--- src/rtl/burst_seq_pkg.sv ---
package burst_seq_pkg;

    typedef logic [1:0] beat_t;

    typedef enum logic {
        ORDER_LINEAR = 1'b0,
        ORDER_XOR    = 1'b1
    } order_e;

    function automatic beat_t beat_step(input beat_t b);
        return b + 2'd1;
    endfunction

endpackage

--- src/rtl/burst_load_qual.sv ---
module burst_load_qual (
    input  logic strobe_p_n,
    input  logic strobe_c_n,
    input  logic sel_n,
    output logic load
);
    logic ld_proc;
    logic ld_ctrl;

    always_comb begin
        ld_proc = ~strobe_p_n & ~sel_n;
        ld_ctrl = ~strobe_c_n;
        load    = ld_proc | ld_ctrl;
    end
endmodule

--- src/rtl/burst_lo_map.sv ---
module burst_lo_map
    import burst_seq_pkg::*;
(
    input  beat_t  start_lo,
    input  beat_t  beat,
    input  logic   seq_mode,
    output beat_t  lo
);
    beat_t lo_xor;
    beat_t lo_lin;

    always_comb begin
        lo_xor = start_lo ^ beat;
        lo_lin = start_lo + beat;
        lo     = (order_e'(seq_mode) == ORDER_XOR) ? lo_xor : lo_lin;
    end
endmodule

--- src/rtl/burst_addr_gen.sv ---
module burst_addr_gen
    import burst_seq_pkg::*;
#(
    parameter int ADDR_W = 17
) (
    input  logic              clk,
    input  logic              rst,
    input  logic [ADDR_W-1:0] addr_in,
    input  logic              strobe_p_n,
    input  logic              strobe_c_n,
    input  logic              sel_n,
    input  logic              adv_n,
    input  logic              seq_mode,
    output logic [ADDR_W-1:0] addr_out,
    output logic [1:0]        beat_idx
);
    localparam int HI_W = ADDR_W - 2;

    typedef struct packed {
        logic [HI_W-1:0] hi;
        beat_t           start_lo;
        beat_t           beat;
    } seq_state_t;

    seq_state_t st_d, st_q;
    logic       load;
    beat_t      lo_cur;

    burst_load_qual u_qual (
        .strobe_p_n (strobe_p_n),
        .strobe_c_n (strobe_c_n),
        .sel_n      (sel_n),
        .load       (load)
    );

    burst_lo_map u_map (
        .start_lo (st_q.start_lo),
        .beat     (st_q.beat),
        .seq_mode (seq_mode),
        .lo       (lo_cur)
    );

    always_comb begin
        st_d = st_q;
        if (rst) begin
            st_d = '0;
        end else if (load) begin
            st_d.hi       = addr_in[ADDR_W-1:2];
            st_d.start_lo = addr_in[1:0];
            st_d.beat     = '0;
        end else if (!adv_n) begin
            st_d.beat = beat_step(st_q.beat);
        end
    end

    always_ff @(posedge clk) begin
        st_q <= st_d;
    end

    assign addr_out = {st_q.hi, lo_cur};
    assign beat_idx = st_q.beat;
endmodule

--- config.mk ---
export PLATFORM = sky130hd
export DESIGN_NAME = burst_addr_gen
export DESIGN_NICKNAME = d
export VERILOG_FILES = /design/src/rtl/burst_seq_pkg.sv /design/src/rtl/burst_load_qual.sv /design/src/rtl/burst_lo_map.sv /design/src/rtl/burst_addr_gen.sv
export SDC_FILE = /design/constraint.sdc
export NUM_CORES = 1
export LEC_CHECK = 0
export CORE_ASPECT_RATIO = 0.6
export CORE_MARGIN = 2
export CORE_UTILIZATION = 39
export CTS_CLUSTER_DIAMETER = 120
export DETAILED_ROUTE_END_ITERATION = 10
export PLACE_DENSITY = 0.79
export SYNTH_ARGS = -nofsm -noshare
export SYNTH_HDL_FRONTEND = slang
export SYNTH_SLANG_ARGS = --single-unit
export TNS_END_PERCENT = 10
--- constraint.sdc ---
create_clock -name clk -period 1 [get_ports clk]
set_input_delay 0.15 -clock clk [delete_from_list [all_inputs] [get_ports clk]]
set_output_delay 0.15 -clock clk [all_outputs]
set_load 0.05 [all_outputs]
* After elaboration in Yosys (flattened, before gate mapping)
Cells that the tools add are included.
Widths: inputs -> output; s select.
** Word-level totals
- Register bits after elaboration :: 19
- Input port bits :: 24
- Output and inout bits :: 19
- Logic and storage cells :: 13
** Cells by class
- Add/subtract/negate cells :: 2
- Muxes and demuxes :: 1
- Bitwise logic cells :: 6
- Reductions and logical operators :: 1
** Operator list (count)
- $not 1->1 :: 3
- $add 2x1->2 const B :: 1
- $add 2x2->2 :: 1
- $mux 2 :: 1
- $reduce_or 2->1 :: 1
- $xor 2x2->2 :: 1
- $and 1x1->1 :: 1
- $or 1x1->1 :: 1

* Longest topological paths before layout
Gate-level depths: netlist of run 1.
- Depth after elaboration :: 4
- Depth in mapped cells :: 5
- Depth with buffers taken out :: 3

* Hierarchy
A second synthesis of run 1 with hierarchy kept.
** Second synthesis, totals
- Cell total of the unflattened synthesis :: 84
- Area total of the unflattened synthesis :: 874.6 µm²
** By module, submodules not included
- burst_addr_gen :: instances 1, cells each 79, area each 833.3 µm², seq. area each 380.4 µm²
- burst_lo_map :: instances 1, cells each 4, area each 36.3 µm², seq. area each 0.0 µm²
- burst_load_qual :: instances 1, cells each 1, area each 5.0 µm², seq. area each 0.0 µm²

* Least setup slack after synthesis of run 1
OpenSTA, ideal clock, no wires.
- Path kind :: reg-to-output
- Start :: reg st_q (netlist bit beat_idx[0])
- End :: out addr_out[1]
- Arrival time :: 1437 ps
- Required time :: 850 ps
- Slack :: -587 ps
- Stages on the path, launching flop included :: 4
- Buffers on the path :: 0
- Cell sequence :: dfxtp_1 ha_1 nor2b_1 xnor2_1
** On the way
- Longest elaborated chain between the ends :: 2
** RTL lines
- start: declaration :: RTL line burst_addr_gen.sv:25 : seq_state_t st_d, st_q;
- start signal: assignment :: RTL line burst_addr_gen.sv:57 : st_q <= st_d;
- $add 2x2->2 :: RTL line burst_lo_map.sv:14 : lo_lin = start_lo + beat;
- $mux 2 :: RTL line burst_lo_map.sv:15 : lo = (order_e'(seq_mode) == ORDER_XOR) ? lo_xor : lo_lin;
- end: declaration :: RTL line burst_addr_gen.sv:14 : output logic [ADDR_W-1:0] addr_out,
Every way passes these cells.

* Final worst setup path of run 1
- Start :: reg st_q[2] (netlist bit)
- End :: out addr_out[1]
Same word-level chain as after synthesis.

==> results of run 1 <==
-- registers in the layout (all words and copies together), names as in the netlist --
| register | cells |
|---|---|
| beat_idx | 2 |
| st_q | 2 |
| addr_out | 15 |
-- synth_stat cells --
cell type,instances
o21ai_4,1
buf_2,1
nor3_1,1
buf_8,1
o21a_1,1
ha_1,1
nor4_1,1
buf_6,2
buf_1,1
a21oi_2,2
nand2_1,34
a21oi_1,15
buf_4,17
nor2b_1,3
xnor2_1,3
dfxtp_1,19
-- stage by stage --
stage	util (%)	cell area [µm²]	instances	setup slack, ns	hold WS, ns
floorplan	-	897	103	-0.103	0.290
global placement	68.0	1450	160	-0.240	0.466
detailed placement	68.0	1450	160	-0.337	0.477
CTS	71.5	1520	164	-0.358	0.443
global route	72.1	1540	165	-0.411	0.450
finish	72.1	1540	165	-0.356	0.443
-- critical path, delay by kind of cell (launching register included) --
| family | cells | cell delay (ns) |
|---|---|---|
| and+or+nand+nor | 1 | 0.18 |
| adders and majority gates | 1 | 0.13 |
| xor gates and xnor gates | 1 | 0.14 |
| buffers and inverters | 1 | 0.15 |
| DFF | 1 | 0.35 |
-- routing by layer --
layer	vias up	wire, µm	track usage (%)
met1	378	773	18.0
met5	-	0	0
li1	375	-	-
met4	0	62	11.2
met3	7	158	5.34
met2	43	1200	35.6
-- cell type report --
class                   instances  area (µm²)  area share [%]
clock buffers                   3        41.3            2.69
multi-input cells              62         370            24.1
flip-flops and latches         19         387            25.2
well taps                      30        37.5            2.44
repair buffers                 50         696            45.3
clock inverters                 1        5.00           0.326
-- timing repair --
action / in CTS / in global routing
hold endpoints to repair: 0 / 0
setup endpoints to repair: 21 / 7
gates resized for setup: 11 / 2
buffers inserted: 0 / 1
hold buffers: 0 / 0
pin swaps: 4 / 2
-- worst max path at each step --
stage,slack [ns],cells past startpoint,to
floorplan,-0.10,3,addr_out[1]
global placement,-0.24,5,addr_out[13]$_SDFFE_PP0P_
detailed placement,-0.34,5,addr_out[16]$_SDFFE_PP0P_
CTS,-0.36,4,addr_out[1]
global route,-0.41,4,addr_out[1]
finish,-0.36,4,addr_out[1]
-- cells by family (layout without fill, tap and decap cells) --
logic type	after synthesis	after routing	share of synthesized area [%]
buf+inv	22	54	20.1
compound gates	19	19	13.4
xor+xnor	3	3	3.03
fa+ha+maj	1	1	1.44
simple gates	39	39	18.2
flops	19	19	43.9
-- power breakdown --
part	switching [µW]	leakage [µW]	internal (µW)
Sequential	50.4	0.000159	804
Combinational	296	0.000427	331
Clock	252	0.0000255	277
==> results.md, run 1 <==
- Max stage delay on crit path: 0.35 ns
- RR Endpoint: beat_idx[1]$_SDFFE_PP0N_
- Unique cell type count in the Yosys netlist: 16
- Synthesis Warnings: 0
- P_leak: 0.000612 µW
- CP startpoint kind: flip-flop
- DRC errors left: 0
- Critical path cell sequence: ha_4 -> nor2b_4 -> xnor2_4 -> buf_12
- Status: finished with violations
- Tcrit/Tclk final: 136%
- Syn nets: 128
- Clk root buf: clkbuf_8
- Die Ht: 40.5 µm
- CP Capture Type: output port
- Worst Setup Path Type: reg -> out
- Clock transition at path regs: 0.07 ns
- Drt initial violations: 22
- Max-slew violation count: 0
- Fin worst setup slack: -0.356 ns
- Worst Skew: 0.000646 ns
- Remaining antenna violation count: 0
- Most common cell after layout, fill and taps aside: nand2_1
- Peak VDD IR: 807 µV
- Fin crit period: 1.36 ns
- Power Dens Cells: 1310 mW/mm²
- Die span in x: 64.9 µm
- Drt wl/cell: 13.3 µm
- Total power: 2010 µW
- Area grow syn2layout: 77.2%
- Global route overflow: 0
- RSZ-0062 raised after global routing: true
- Final HPWL DP: 1660 µm
- Num rows: 13
- # nets final: 161
- First-pass DRT Iterations: 4
- Antenna violations before repair: 0
- Die area: 0.00263 mm²
- Most frequent cells in the layout: nand2_1 (34), buf_12 (21), clkdlybuf4s50_1 (20)
- Sequential area share after synthesis: 43.9%
- Final hold vios: 0
- CTS max path bufs: 2
- GRT Total Usage: 18.1%
- Fmax: 0.737 GHz
- PortBufs: 42
- H-tree lvl count: 1
- Max_slew headroom: 82.2%
- Via count of the first global-routing pass: 790
- Core area: 0.00213 mm²
- Number of setup violations in the final report: 4
- Slowest-stage cell, CP: dfxtp_2
- Hold Crit Start: addr_in[9]
- Worst path required time: 0.85 ns
- Worst Hold Depth: 3
- Worst Hold End: addr_out[9]$_SDFFE_PP0P_
- Largest cells by area after synthesis: dfxtp_1 (44%), buf_4 (15%), nand2_1 (15%)
- Reg2Reg Depth: 4
- Post-synthesis cell count: 103
- Worst-Margin Slew: 0.265 ns
- Worst Setup SP: st_q[2]$_SDFFE_PP0P_
- Critical Path Fanout Max: 2
- I/O Pins: 43
- Worst skew pair latency: 0.26 ns
- CTS tree: done
- Synthesized area: 867 µm²
- RR Startpoint: beat_idx[0]$_SDFFE_PP0N_
- Worst EP arrival: 1.21 ns
- Max-cap viol count: 0
- Syn Area/Cell: 8.42 µm²
- GP Congestion: 0.715
- Starting Density: 40.7%
- Maximum number of pins on one net before global-route repair: 20
- CTS sink cnt: 19
- Hold WC Path Type: in -> reg
- First-pass GRT wire length: 3360 µm
- Ant diodes: 0
- Via density: 4.87
- Layout cells sized above 1: 33.3%
- FF+latch count, synth: 19
- Failing checks: negative setup slack
- FILL cells: 151
- Yosys top cell area share: 43.9%
- Fin Setup TNS: -0.531 ns
- Flop2flop setup slack: 0.05 ns
- Inserted Clock Buffers: 3
- Vias: 803
- Final WL: 2190 µm
- Largest area contributor in the netlist: dfxtp_1
(Power assumes the default switching activity.)
==> inputs of run 2 (changes only) <==
- CTS_BUF_LIST: default -> sky130_fd_sc_hd__clkbuf_16
- CTS_CLUSTER_DIAMETER: 120 -> 40
==> run 2 against run 1 <==
Effect of this change: highest routed layer unchanged; setup slack gained 0.013 ns; register-to-register slack is essentially flat; first-iteration DRC count grew 59%; clock skew shrank 0.00053 ns; sequential power is essentially flat; critical path depth is the same; die area is the same; maximum frequency grew 0.98%; largest power group unchanged; hold slack gained 0.019 ns; clock power grew 55%; the run still ends with negative setup slack left; routed wire length grew 5.7%; sequential cell count is the same.
==> results.md, run 2 (same netlist as run 1, synthesis figures left out) <==
- Status: finished with violations
- Failing checks: negative setup slack
- Cell Area, Placed: 0.00145 mm² (unchanged)
- PortBufs: 42 (unchanged)
- CP startpoint kind: flip-flop
- DRC errors left: 0 (unchanged)
- Peak VDD IR: 745 µV (-7.8%)
- # nets final: 161 (unchanged)
- Clock transition at path regs: 0.05 ns (-0.02 ns)
- Drt initial violations: 35 (+59%)
- Clk pwr share: 35.6% (+9.3 points)
- Hold WC Path Type: in -> reg
- First-pass DRT Iterations: 5 (+1)
- Worst-Margin Slew: 0.253 ns (-0.0121 ns)
- Int Power: 1670 µW (+18%)
- Die area: 0.00263 mm² (unchanged)
- Final hold vios: 0 (unchanged)
- Die span in x: 64.9 µm (unchanged)
- Switching pwr: 632 µW (+5.7%)
- GRT Total Usage: 18.2% (+0.063 points)
- Remaining antenna violation count: 0 (unchanged)
- H-tree lvl count: 1 (unchanged)
- Via density: 4.82 (-0.87%)
- Fmax: 0.745 GHz (+0.98%)
- Area occupied by multi-input gates: 370 µm² (unchanged)
- Final WL: 2320 µm (+5.7%)
- Storage cell area: 387 µm² (unchanged)
- CTS max path bufs: 2 (unchanged)
- GP Congestion: 0.715 (unchanged)
- Tcrit/Tclk final: 134% (-1.3 points)
- Worst Setup Path Type: reg -> out
- Worst path required time: 0.85 ns (about the same)
- I/O Pins: 43 (unchanged)
- GRT met1 Usage: 18.8% (+0.83 points)
- Num rows: 13 (unchanged)
- Drt wl/cell: 14.0 µm (+5.7%)
- FILL cells: 146 (-3.3%)
- P_leak: 0.000627 µW (+2.5%)
- Die Ht: 40.5 µm (unchanged)
- Met3 Usage GRT: 3.93% (-1.4 points)
- Finished Layout Cells: 165 (unchanged)
- Most common cell after layout, fill and taps aside: nand2_1
- Design area: 0.00157 mm² (+2.2%)
- First-pass GRT wire length: 3440 µm (+2.3%)
- Met2 Track Usage GR: 36.6% (+1.0 points)
- Max_slew headroom: 83.0% (+0.81 points)
- Most frequent cells in the layout: nand2_1 (34), buf_12 (21), clkdlybuf4s50_1 (20)
- RSZ-0062 raised after global routing: true
- Number of setup violations in the final report: 4 (unchanged)
- Core area: 0.00213 mm² (unchanged)
- Fin crit period: 1.34 ns (-0.0132 ns)
- Largest register FFs: 15 (unchanged)
- Final HPWL DP: 1660 µm (unchanged)
- Area grow syn2layout: 81.1%
- Max-slew violation count: 0 (unchanged)
- CTS sink cnt: 19 (unchanged)
- Worst Skew: 0.000116 ns (-0.000529 ns)
- Critical Path Fanout Max: 2 (unchanged)
- Starting Density: 40.7% (unchanged)
- Net Sw Frac: 27.5% (-2.3 points)
- Combinational share of power: 27.3% (-3.9 points)
- Layout cells sized above 1: 31.9% (-1.5 points)
- CTS tree: done
- Sequential share of power: 37.1% (-5.4 points)
- Antenna violations before repair: 0 (unchanged)
- Max-cap viol count: 0 (unchanged)
- Power Dens Cells: 1470 mW/mm² (+12%)
- Clk root buf: clkbuf_16
- Inserted Clock Buffers: 3 (unchanged)
- Worst skew pair latency: 0.25 ns (about the same)
- Placed cells: 160 (unchanged)
- Worst EP arrival: 1.19 ns (-0.02 ns)
- Maximum number of pins on one net before global-route repair: 20 (unchanged)
- Fin worst setup slack: -0.343 ns (+0.0132 ns)
- Ant diodes: 0 (unchanged)
- Global route overflow: 0 (unchanged)
- Global routing's busiest layer: met2
- Vias: 796 (-0.87%)
- CP Capture Type: output port
- Via count of the first global-routing pass: 818 (+3.5%)
[run 2: cell counts in the layout (fill, tap and decap cells not counted)]
Identical to the previous run, type by type.
[run 2: worst paths after layout]
path                            startpoint                         to  slack (ns)  cells past startpoint
setup / recovery      st_q[2]$_SDFFE_PP0P_                addr_out[1]       -0.34                      4
hold / removal                 addr_in[14]  addr_out[14]$_SDFFE_PP0P_        0.46                      3
setup reg to reg  beat_idx[0]$_SDFFE_PP0N_   beat_idx[1]$_SDFFE_PP0N_        0.05                      4
hold reg to reg   addr_out[5]$_SDFFE_PP0P_   addr_out[5]$_SDFFE_PP0P_        0.49                      2
[run 2: repair_timing]
action / CTS / global route
pin swaps: 3 / 2
setup buffers: 0 / 1
hold buffers: 0 / 0
gates resized for setup: 10 / 2
setup endpoints to repair: 22 / 6
[run 2: routing by layer]
| layer | vias up | share of wire, % |
|---|---|---|
| li1 | 379 | - |
| met1 | 380 | 38 |
| met2 | 35 | 56 |
| met3 | 2 | 5.4 |
| met4 | 0 | 0.30 |
| met5 | - | 0 |
[run 2: power by group through the flow]
stage | Sequential, µW | Combinational [µW] | Clock, µW
global placement | 865 | 605 | 0
floorplan | 837 | 350 | 0
global route | 856 | 653 | 857
CTS | 856 | 624 | 822
detailed placement | 866 | 616 | 0
finish | 854 | 627 | 820
[run 2: critical path: stages, from the launching register on]
cell	delay, ns
dfxtp_2	0.35
ha_4	0.13
nor2b_4	0.18
xnor2_4	0.14
buf_12	0.15
[run 2: per-stage QoR]
stage	power (µW)	setup WS [ns]	util, %	setup TNS [ns]	hold WS (ns)
floorplan	1190	-0.103	-	-0.103	0.290
global placement	1470	-0.240	68.0	-4.54	0.466
detailed placement	1480	-0.337	68.0	-5.55	0.477
CTS	2300	-0.337	73.0	-0.489	0.460
global route	2370	-0.396	73.7	-0.613	0.470
finish	2300	-0.343	73.7	-0.500	0.461
[run 2: final cells by class]
type                    count  area share [%]
clock buffers               3            4.78
well taps                  30            2.39
clock inverters             1           0.319
multi-input cells          62            23.6
flip-flops and latches     19            24.6
repair buffers             50            44.3
